`src/rtl/irq_seq_pkg.sv`:
```
package irq_seq_pkg;

    typedef enum logic [1:0] {
        REG_INT  = 2'd0,
        REG_PERI = 2'd1,
        REG_EXT  = 2'd2
    } stack_region_e;

    typedef enum logic {
        ST_IDLE  = 1'b0,
        ST_COUNT = 1'b1
    } acc_state_e;

endpackage

```
`src/rtl/irq_flag_bank.sv`:
```
module irq_flag_bank #(
    parameter int NUM_REQ  = 4,
    parameter int RES_CLKS = 3
) (
    input  logic               clk,
    input  logic               rst_n,
    input  logic [NUM_REQ-1:0] set_i,
    input  logic [NUM_REQ-1:0] clr_i,
    output logic [NUM_REQ-1:0] flag_o,
    output logic [NUM_REQ-1:0] ready_o
);

    localparam int AGE_W = $clog2(RES_CLKS + 1);
    localparam logic [AGE_W-1:0] AGE_MAX = AGE_W'(RES_CLKS);

    for (genvar g = 0; g < NUM_REQ; g++) begin : g_req
        logic             flag_d, flag_q;
        logic [AGE_W-1:0] age_d, age_q;

        always_comb begin
            flag_d = flag_q;
            age_d  = age_q;
            if (clr_i[g]) begin
                flag_d = 1'b0;
            end
            if (set_i[g] && (!flag_q || clr_i[g])) begin
                flag_d = 1'b1;
                age_d  = '0;
            end else if (flag_q && (age_q != AGE_MAX)) begin
                age_d = age_q + AGE_W'(1);
            end
        end

        always_ff @(posedge clk or negedge rst_n) begin
            if (!rst_n) begin
                flag_q <= 1'b0;
                age_q  <= '0;
            end else begin
                flag_q <= flag_d;
                age_q  <= age_d;
            end
        end

        assign flag_o[g]  = flag_q;
        assign ready_o[g] = flag_q && (age_q == AGE_MAX);

        // a pending flag is only dropped by acceptance
        p_flag_sticky_r1: assert property (@(posedge clk) disable iff (!rst_n)
            (flag_o[g] && !clr_i[g]) |=> flag_o[g]);

        // maturity never appears on a flag that was not already set
        p_ready_after_flag_r2: assert property (@(posedge clk) disable iff (!rst_n)
            $rose(ready_o[g]) |-> $past(flag_o[g]));
    end

endmodule

```
`src/rtl/irq_prio_pick.sv`:
```
module irq_prio_pick #(
    parameter int NUM_REQ = 4,
    parameter int PRIO_W  = 2,
    localparam int IDX_W  = (NUM_REQ > 1) ? $clog2(NUM_REQ) : 1
) (
    input  logic [NUM_REQ-1:0]        cand_i,
    input  logic [NUM_REQ*PRIO_W-1:0] prio_i,
    output logic                      any_o,
    output logic [IDX_W-1:0]          idx_o,
    output logic [NUM_REQ-1:0]        win_o
);

    logic [PRIO_W-1:0] best_lvl;

    always_comb begin
        any_o    = 1'b0;
        idx_o    = '0;
        best_lvl = '0;
        for (int i = 0; i < NUM_REQ; i++) begin
            if (cand_i[i] && (!any_o || (prio_i[i*PRIO_W +: PRIO_W] > best_lvl))) begin
                any_o    = 1'b1;
                best_lvl = prio_i[i*PRIO_W +: PRIO_W];
                idx_o    = IDX_W'(i);
            end
        end
        win_o = any_o ? (NUM_REQ'(1) << idx_o) : '0;
    end

    // at most one winner, and only among candidates
    always_comb begin
        a_single_win_r4: assert ($onehot0(win_o));
        a_win_is_cand_r4: assert ((win_o & ~cand_i) == '0);
    end

endmodule

```
`src/rtl/irq_stack_class.sv`:
```
module irq_stack_class
    import irq_seq_pkg::*;
#(
    parameter int              ADDR_W  = 16,
    parameter logic [ADDR_W-1:0] IRAM_LO = 16'hFE00,
    parameter logic [ADDR_W-1:0] IRAM_HI = 16'hFEFF,
    parameter logic [ADDR_W-1:0] PERI_LO = 16'hFD00,
    parameter logic [ADDR_W-1:0] PERI_HI = 16'hFDFF
) (
    input  logic [ADDR_W-1:0] addr_i,
    output stack_region_e     region_o
);

    logic in_iram, in_peri;

    always_comb begin
        in_iram = (addr_i >= IRAM_LO) && (addr_i <= IRAM_HI);
        in_peri = (addr_i >= PERI_LO) && (addr_i <= PERI_HI);
        if (in_iram) begin
            region_o = REG_INT;
        end else if (in_peri) begin
            region_o = REG_PERI;
        end else begin
            region_o = REG_EXT;
        end
    end

endmodule

```
`src/rtl/irq_accept_seq.sv`:
```
module irq_accept_seq
    import irq_seq_pkg::*;
#(
    parameter int NUM_REQ  = 4,
    parameter int PRIO_W   = 2,
    parameter int ADDR_W   = 16,
    parameter int WAIT_W   = 3,
    parameter int RES_CLKS = 3,
    localparam int IDX_W   = (NUM_REQ > 1) ? $clog2(NUM_REQ) : 1
) (
    input  logic                      clk,
    input  logic                      rst_n,
    input  logic [NUM_REQ-1:0]        req_pulse,
    input  logic [NUM_REQ-1:0]        req_mask,
    input  logic [NUM_REQ*PRIO_W-1:0] req_prio,
    input  logic                      irq_allow,
    input  logic                      instr_done,
    input  logic                      instr_defer,
    input  logic                      fetch_int,
    input  logic [ADDR_W-1:0]         stack_addr,
    input  logic [WAIT_W-1:0]         wait_cnt,
    output logic                      handler_go,
    output logic [IDX_W-1:0]          handler_idx
);

    localparam int LAT_MAX = 30 + 6 * ((1 << WAIT_W) - 1);
    localparam int LAT_W   = $clog2(LAT_MAX + 1);

    typedef struct packed {
        acc_state_e       st;
        logic [LAT_W-1:0] cnt;
        logic             go;
        logic [IDX_W-1:0] idx;
    } seq_regs_t;

    seq_regs_t r_d, r_q;

    logic [NUM_REQ-1:0] flags, ready, cand, win_vec, clr_vec;
    logic               any_cand, take;
    logic [IDX_W-1:0]   win_idx;
    stack_region_e      region;
    logic [LAT_W-1:0]   w_x3, lat;

    irq_flag_bank #(
        .NUM_REQ (NUM_REQ),
        .RES_CLKS(RES_CLKS)
    ) u_flags (
        .clk    (clk),
        .rst_n  (rst_n),
        .set_i  (req_pulse),
        .clr_i  (clr_vec),
        .flag_o (flags),
        .ready_o(ready)
    );

    assign cand = ready & req_mask;

    irq_prio_pick #(
        .NUM_REQ(NUM_REQ),
        .PRIO_W (PRIO_W)
    ) u_pick (
        .cand_i(cand),
        .prio_i(req_prio),
        .any_o (any_cand),
        .idx_o (win_idx),
        .win_o (win_vec)
    );

    irq_stack_class #(
        .ADDR_W(ADDR_W)
    ) u_class (
        .addr_i  (stack_addr),
        .region_o(region)
    );

    // acceptance latency from fetch mode, stack region and wait count
    always_comb begin
        w_x3 = LAT_W'(wait_cnt) * LAT_W'(3);
        if (fetch_int) begin
            unique case (region)
                REG_INT:  lat = LAT_W'(18);
                REG_PERI: lat = LAT_W'(24);
                default:  lat = LAT_W'(24) + w_x3;
            endcase
        end else begin
            unique case (region)
                REG_INT:  lat = LAT_W'(24) + w_x3;
                REG_PERI: lat = LAT_W'(30) + w_x3;
                default:  lat = LAT_W'(30) + w_x3 + w_x3;
            endcase
        end
    end

    always_comb begin
        r_d     = r_q;
        r_d.go  = 1'b0;
        take    = (r_q.st == ST_IDLE) && instr_done && !instr_defer
                  && irq_allow && any_cand;
        clr_vec = take ? win_vec : '0;
        if (take) begin
            r_d.st  = ST_COUNT;
            r_d.cnt = lat - LAT_W'(1);
            r_d.idx = win_idx;
        end else if (r_q.st == ST_COUNT) begin
            if (r_q.cnt == '0) begin
                r_d.st = ST_IDLE;
                r_d.go = 1'b1;
            end else begin
                r_d.cnt = r_q.cnt - LAT_W'(1);
            end
        end
    end

    always_ff @(posedge clk or negedge rst_n) begin
        if (!rst_n) begin
            r_q <= '{st: ST_IDLE, cnt: '0, go: 1'b0, idx: '0};
        end else begin
            r_q <= r_d;
        end
    end

    assign handler_go  = r_q.go;
    assign handler_idx = r_q.idx;

    // start pulse lasts a single clock
    p_go_single_r9: assert property (@(posedge clk) disable iff (!rst_n)
        handler_go |=> !handler_go);

    // the latency counter steps down by one each clock
    p_count_step_r9: assert property (@(posedge clk) disable iff (!rst_n)
        (r_q.st == ST_COUNT && r_q.cnt != '0) |=>
        (r_q.st == ST_COUNT && r_q.cnt == $past(r_q.cnt) - LAT_W'(1)));

    // a count only starts after a qualifying boundary
    p_accept_boundary_r3: assert property (@(posedge clk) disable iff (!rst_n)
        $rose(r_q.st == ST_COUNT) |-> $past(instr_done && !instr_defer && irq_allow));

    // no pending flag is consumed while counting
    p_busy_hold_r10: assert property (@(posedge clk) disable iff (!rst_n)
        (r_q.st == ST_COUNT) |=> ((flags & $past(flags)) == $past(flags)));

    // no latency below the shortest table entry
    p_lat_floor_r6: assert property (@(posedge clk) disable iff (!rst_n)
        $rose(r_q.st == ST_COUNT) |-> (r_q.cnt >= LAT_W'(17)));

endmodule

```
`config.mk`:
```
export PLATFORM = sky130hd
export DESIGN_NAME = irq_accept_seq
export DESIGN_NICKNAME = d
export VERILOG_FILES = /design/src/rtl/irq_seq_pkg.sv /design/src/rtl/irq_flag_bank.sv /design/src/rtl/irq_prio_pick.sv /design/src/rtl/irq_stack_class.sv /design/src/rtl/irq_accept_seq.sv
export SDC_FILE = /design/constraint.sdc
export NUM_CORES = 1
export LEC_CHECK = 0
export ABC_AREA = 1
export BUFFER_PORTS_ARGS = -buffer_cell sky130_fd_sc_hd__buf_4
export CORE_MARGIN = 8
export CORE_UTILIZATION = 57
export DETAILED_ROUTE_END_ITERATION = 10
export PLACE_DENSITY = 0.81
export REMOVE_ABC_BUFFERS = 1
export SYNTH_ARGS = -nofsm -noshare
export SYNTH_HDL_FRONTEND = slang
export SYNTH_HIERARCHICAL = 1
export SYNTH_SLANG_ARGS = --single-unit
```
`constraint.sdc`:
```
create_clock -name clk -period 4.5 [get_ports clk]
set_input_delay 0.225 -clock clk [delete_from_list [all_inputs] [get_ports clk]]
set_output_delay 0.225 -clock clk [all_outputs]
set_load 0.02 [all_outputs]
```
==> summary.txt, run 1 <==
Die
  – Die Span Y: 81.1 um
  – Die X: 81.1 um
  – Core ar.: 4030 um2
  – Initial Utilization: 0.600
  – Die ar.: 6580 um2
  – Ports: 44
  – FP Rows: 23

Detailed routing
  – Post-route ant nets: 0
  – Avg Vias per Cell: 4.88
  – DR iter-0 viols: 158
  – DRT Pass-1 Iters: 4
  – Vias: 2,329
  – DR DRC count: 0
  – Drt wl/cell: 10.9 um
  – Routed Wire Length: 5.22 mm

Cells and area
  – Final nets: 490
  – Final core occ: 0.690
  – Antenna diodes: 0
  – Synth-to-layout area growth: 15.0%
  – Share of cells above drive strength 1: 0.190

Power and ir drop
  – Power Density: 472 nW/um2
  – Leakage Power: 1.68 nW
  – Peak supply drop: 373 uV

Critical path
  – Worst path most repeated cell: nand2_1
  – Crit Path Category: flip-flop to flip-flop
  – Slowest cell on crit path: dfrtp_1
  – WP data arrival: 4150 ps
  – Worst Setup Start Kind: flip-flop
  – Max stage delay on crit path: 380 ps
  – CP max FO: 5
  – Critical Path RT: 4660 ps
  – Critical Path End Type: flip-flop

Clock network
  – Num CTS Buffers: 3
  – Clock Latency Late Sink: 260 ps
  – CTS clk-pin slew, worst paths: 80 ps
  – CTS H-tree lvls: 1
  – Resized Gates After CTS: 0
  – Clock sinks: 23
  – Clk buf depth: 2
  – Post-CTS setup repair buffer count: 0
  – CTS tree: yes
  – Clock root buffer: clkbuf_8

Placement
  – Dpl hpwl: 4.29 mm
  – Port Buffer Count: 35
  – GP Congestion: 0.852

Global routing
  – Largest net degree at the start of global routing: 24
  – Total track usage: 0.166
  – Antenna violations before repair: 0
  – Global-route wire length before repair: 9.00 mm
  – GRT overflow: 0
  – Vias in the first global route: 2,210

Timing
  – Achievable Freq: 251 MHz
  – Fin. Hold Viols: 0
  – Min cycle time layout: 3990 ps
  – Tcrit/Tclk final: 0.887
  – Worst slew pin tran: 492 ps
  – Final Setup Violations: 0
  – Slew Limit Fails: 0
  – RSZ-0062 raised after global routing: no
  – Slew margin rel.: 0.670
  – Setup total negative slack: 0 ps
  – Final hold slack: 178 ps
  – Clk_skew: 1.62 ps

Status
  – Status: complete, no violations

Logic synthesis
  – Post-Synthesis Cells: 390
  – Syn Area/Cell: 6.20 um2
  – Synthesized cell area: 2420 um2
  – Ys Warns: 6

Worst hold path
  – Type of the most critical hold path: primary input to flip-flop

Flow run
  – Max-Cap Viols: 0
## path summary, 6_finish.rpt
| path | slack (ps) | startpoint | endpoint | depth (start not counted) |
|---|---|---|---|---|
| hold reg to reg | 500 | handler_idx[0]$_DFFE_PN0P_ | handler_idx[0]$_DFFE_PN0P_ | 2 |
| hold / removal | 180 | req_pulse[1] | u_flags/g_req[1].flag_q$_DFFE_PN0P_ | 3 |
| max in group asynchronous | 3850 | rst_n | r_q[6]$_DFFE_PN0P_ | 2 |
| min in group asynchronous | 420 | rst_n | u_flags/g_req[0].age_q[1]$_DFFE_PN0P_ | 2 |
| setup reg to reg | 510 | u_flags/g_req[0].age_q[0]$_DFFE_PN0P_ | u_flags/g_req[1].age_q[1]$_DFFE_PN0P_ | 36 |
| setup / recovery | 510 | u_flags/g_req[0].age_q[0]$_DFFE_PN0P_ | u_flags/g_req[1].age_q[1]$_DFFE_PN0P_ | 36 |
## what timing repair did
item | in CTS | in global routing
hold endpoints to repair | 23 | 0
endpoints found under the setup margin | 0 | 0
hold buffers | 1 | 0
## cell usage in the layout, fill, tap and decap left out, drive strengths merged, types with 4 or more instances in the layout
| cell type | instances |
|---|---|
| a21oi | 7 |
| buf | 35 |
| clkbuf | 4 |
| dfrtp | 23 |
| ha | 20 |
| inv | 87 |
| nand2 | 134 |
| nand3 | 33 |
| nor2 | 46 |
| o21ai | 15 |
| xnor2 | 4 |
## report_power, final
group	switching [W]	total, W	internal (W)
logic	0.000474	0.000800	0.000326
clock network	0.0000624	0.000125	0.0000631
registers	0.0000793	0.000386	0.000306
total	0.000616	0.00131	0.000695
## per-layer routing
metal  wire (um)  global-route usage  up-vias
li1            -                   -     1260
met1        2520               0.214     1032
met2        2470               0.285       33
met3         192              0.0276        4
met4          36              0.0339        0
met5           0                   0        -
## registers in the layout, summed over array words and instances (netlist names)
| signal | flops |
|---|---|
| r_q | 8 |
| u_flags/g_req.age_q | 8 |
| u_flags/g_req.flag_q | 4 |
| handler_idx | 2 |
| handler_go | 1 |
## cell type report
class / count / area (um2)
clock buffer: 4 / 45.0
multi-input combinational: 277 / 1500
tap: 50 / 62.6
inverter: 87 / 327
fill: 375 / 1250
timing repair buffer: 36 / 273
sequential: 23 / 576
## critical path, delay by kind of cell, from the launching register on
| kind | cells | cell delay (ps) |
|---|---|---|
| compound gates | 3 | 360 |
| fa+ha+maj | 4 | 1010 |
| buf+inv | 7 | 400 |
| flops | 1 | 380 |
| simple gates | 22 | 1740 |
## per-stage QoR
step	setup slack [ps]	instance area, um2	power [W]	instances
2_1_floorplan	974	2400	0.00101	387
3_3_place_gp	647	2720	0.00115	472
6_report	510	2780	0.00131	477
3_5_place_dp	555	2720	0.00118	472
4_1_cts	530	2780	0.00132	477
5_1_grt	7.13	2780	0.00148	477
(Power assumes the default switching activity.)
==> run 2: changes to the inputs <==
- BUFFER_PORTS_ARGS: -buffer_cell sky130_fd_sc_hd__buf_4 -> unset
- CORE_UTILIZATION: 57 -> 65
- DONT_BUFFER_PORTS: unset -> 1
==> summary.txt, run 2 (synthesized netlist as in run 1, its figures left out) <==
Placement
  – Post-Place Worst Slack: 623 ps (+67.7 ps)
  – GP Congestion: 0.863 (+1.3%)
  – Port Buffer Count: 0 (-100%)
  – Dpl hpwl: 3.91 mm (-8.7%)

Detailed routing
  – DRT Pass-1 Iters: 4 (unchanged)
  – Post-route ant nets: 0 (unchanged)
  – Routed Wire Length: 4.65 mm (-11%)
  – DR iter-0 viols: 89 (-44%)
  – Avg Vias per Cell: 5.05 (+3.5%)
  – Drt wl/cell: 10.6 um (-3.5%)
  – DR DRC count: 0 (unchanged)
  – Vias: 2,223 (-4.6%)

Power and ir drop
  – Flop pwr share: 0.312 (+0.018)
  – Leakage Power: 1.51 nW (-10%)
  – Sw frac: 0.473 (+0.00366)
  – NetSw: 0.000598 W (-2.8%)
  – Internal: 0.000666 W (-4.2%)
  – Power share of the combinational group: 0.587 (-0.023)
  – Total power: 0.00126 W (-3.6%)
  – Clock Power Share: 0.101 (+0.005)
  – Power Density: 503 nW/um2 (+6.5%)
  – Peak supply drop: 330 uV (-11%)

Timing
  – Worst slew pin tran: 1030 ps (+535 ps)
  – RSZ-0062 raised after global routing: no
  – Clk_skew: 7.55 ps (+5.94 ps)
  – Tcrit/Tclk final: 0.860 (-0.0270)
  – Final Setup Violations: 0 (unchanged)
  – Slew Limit Fails: 0 (unchanged)
  – Final hold slack: 83.9 ps (-94.1 ps)
  – Achievable Freq: 258 MHz (+3.1%)
  – Final setup margin: 631 ps (+121 ps)
  – Fin. Hold Viols: 0 (unchanged)
  – Slew margin rel.: 0.313 (-0.356)
  – Min cycle time layout: 3870 ps (-121 ps)
  – Setup total negative slack: 0 ps (unchanged)

Cells and area
  – Share of cells above drive strength 1: 0.120 (-0.0698)
  – Synth-to-layout area growth: 4.04%
  – Commonest non-fill, non-tap cell in the layout: nand2_1
  – Most frequent cells in the layout: nand2_1 (117), inv_1 (78), nor2_1 (38)
  – Final core occ: 0.697 (+0.00768)
  – Final nets: 455 (-7.1%)
  – Top Registers: r_q: 8 flops, u_flags/g_req.age_q: 8 flops, u_flags/g_req.flag_q: 4 flops
  – Antenna diodes: 0 (unchanged)
  – # fillers: 322 (-14%)

Clock network
  – CTS tree: yes
  – Clock Latency Late Sink: 270 ps (about the same)
  – Resized Gates After CTS: 0 (unchanged)
  – Clk buf depth: 2 (unchanged)
  – Cts hold-fix bufs: 1 (unchanged)
  – Clock root buffer: clkbuf_8
  – Post-CTS setup repair buffer count: 0 (unchanged)
  – CTS clk-pin slew, worst paths: 80 ps (about the same)
  – CTS H-tree lvls: 1 (unchanged)
  – Clock sinks: 23 (unchanged)
  – Num CTS Buffers: 3 (unchanged)

Critical path
  – Critical Path RT: 4670 ps (about the same)
  – Critical Path End Type: flip-flop
  – CP Launch Point: u_flags/g_req[0].age_q[0]$_DFFE_PN0P_
  – Worst Setup Start Kind: flip-flop
  – CP max FO: 5 (unchanged)
  – Register-to-Register Path Depth: 36 (unchanged)
  – Max stage delay on crit path: 380 ps (about the same)
  – FF-to-FF setup slack: 630 ps (+120 ps)
  – WP data arrival: 4030 ps (-120 ps)
  – Slowest cell on crit path: dfrtp_1
  – R2R Path End: u_flags/g_req[0].age_q[0]$_DFFE_PN0P_
  – Crit Path Category: flip-flop to flip-flop
  – Worst r2r src: u_flags/g_req[0].age_q[0]$_DFFE_PN0P_
  – Worst path most repeated cell: nand2_1

Worst hold path
  – Hold Path End: u_flags/g_req[1].flag_q$_DFFE_PN0P_
  – Min-Delay Path Depth: 2 (-1)
  – Hold path start: req_pulse[1]
  – Type of the most critical hold path: primary input to flip-flop

Global routing
  – Total track usage: 0.160 (-0.00613)
  – M2 GR Usage: 0.300 (+0.0152)
  – Global-route wire length before repair: 8.25 mm (-8.4%)
  – GRT met1 Usage: 0.181 (-0.0327)
  – Layer carrying the most global-route usage: met2
  – GRT overflow: 0 (unchanged)
  – Largest net degree at the start of global routing: 24 (unchanged)
  – Met3 usage: 0.0350 (+0.00737)
  – Antenna violations before repair: 0 (unchanged)
  – Vias in the first global route: 2,077 (-6.0%)

Die
  – Die Span Y: 77.0 um (-5.1%)
  – FP Rows: 22 (-4.3%)
  – Initial Utilization: 0.670 (+0.0704)
  – Core ar.: 3610 um2 (-10%)
  – Ports: 44 (unchanged)
  – Die ar.: 5930 um2 (-9.9%)
  – Die X: 77.0 um (-5.1%)

Status
  – Status: complete, no violations

Flow run
  – Max-Cap Viols: 0 (unchanged)
## run 2: cell count changes in the layout (fill, tap and decap cells not counted)
cell,delta
buf_4,-35
clkbuf_1,-1
clkinv_2,+1
## run 2: power by group through the flow
stage / logic (W) / registers, W / clock network (W)
finish: 0.000743 / 0.000394 / 0.000127
global route: 0.000873 / 0.000406 / 0.000139
CTS: 0.000752 / 0.000394 / 0.000133
detailed placement: 0.000743 / 0.000397 / 0
global placement: 0.000717 / 0.000395 / 0
floorplan: 0.000629 / 0.000378 / 0
## run 2: critical path: cells and delay by family, from the launching register on
family	cells	cell delay (ps)
AND/OR/NAND/NOR	23	1700
adder cells (fa/ha/maj)	4	1010
flip-flops	1	380
buffers and inverters	6	360
AO/OA/AOI/OAI	3	340
## run 2: how the worst max path moves through the flow
stage | endpoint | slack (ps) | cells past startpoint
6_report | u_flags/g_req[0].age_q[0]$_DFFE_PN0P_ | 630 | 36
2_1_floorplan | u_flags/g_req[0].age_q[0]$_DFFE_PN0P_ | 970 | 37
4_1_cts | u_flags/g_req[0].age_q[0]$_DFFE_PN0P_ | 600 | 36
3_3_place_gp | u_flags/g_req[0].age_q[1]$_DFFE_PN0P_ | 670 | 36
5_1_grt | u_flags/g_req[1].age_q[1]$_DFFE_PN0P_ | 160 | 36
3_5_place_dp | u_flags/g_req[0].age_q[0]$_DFFE_PN0P_ | 620 | 36
## run 2: per-layer routing
layer  vias up  part of all wire  wire [um]
met4         0            0.0045         21
met2        29              0.50       2330
met1      1004              0.45       2080
met5         -                 0          0
li1       1188                 -          -
met3         2             0.046        212
## run 2: through the flow
stage	area (um2)	instances
2_1_floorplan	2400	387
3_3_place_gp	2460	435
3_5_place_dp	2460	435
4_1_cts	2510	440
5_1_grt	2510	440
6_report	2510	440
## run 2: area by class of cell
| class | count | area [um2] | share of cell area |
|---|---|---|---|
| Clock inverter | 1 | 5.00 | 0.00199 |
| Clock buffer | 3 | 41.3 | 0.0164 |
| Multi-Input combinational cell | 277 | 1500 | 0.595 |
| Sequential cell | 23 | 576 | 0.229 |
| Timing Repair Buffer | 1 | 10.0 | 0.00398 |
| Inverter | 87 | 327 | 0.130 |
| Tap cell | 48 | 60.1 | 0.0239 |
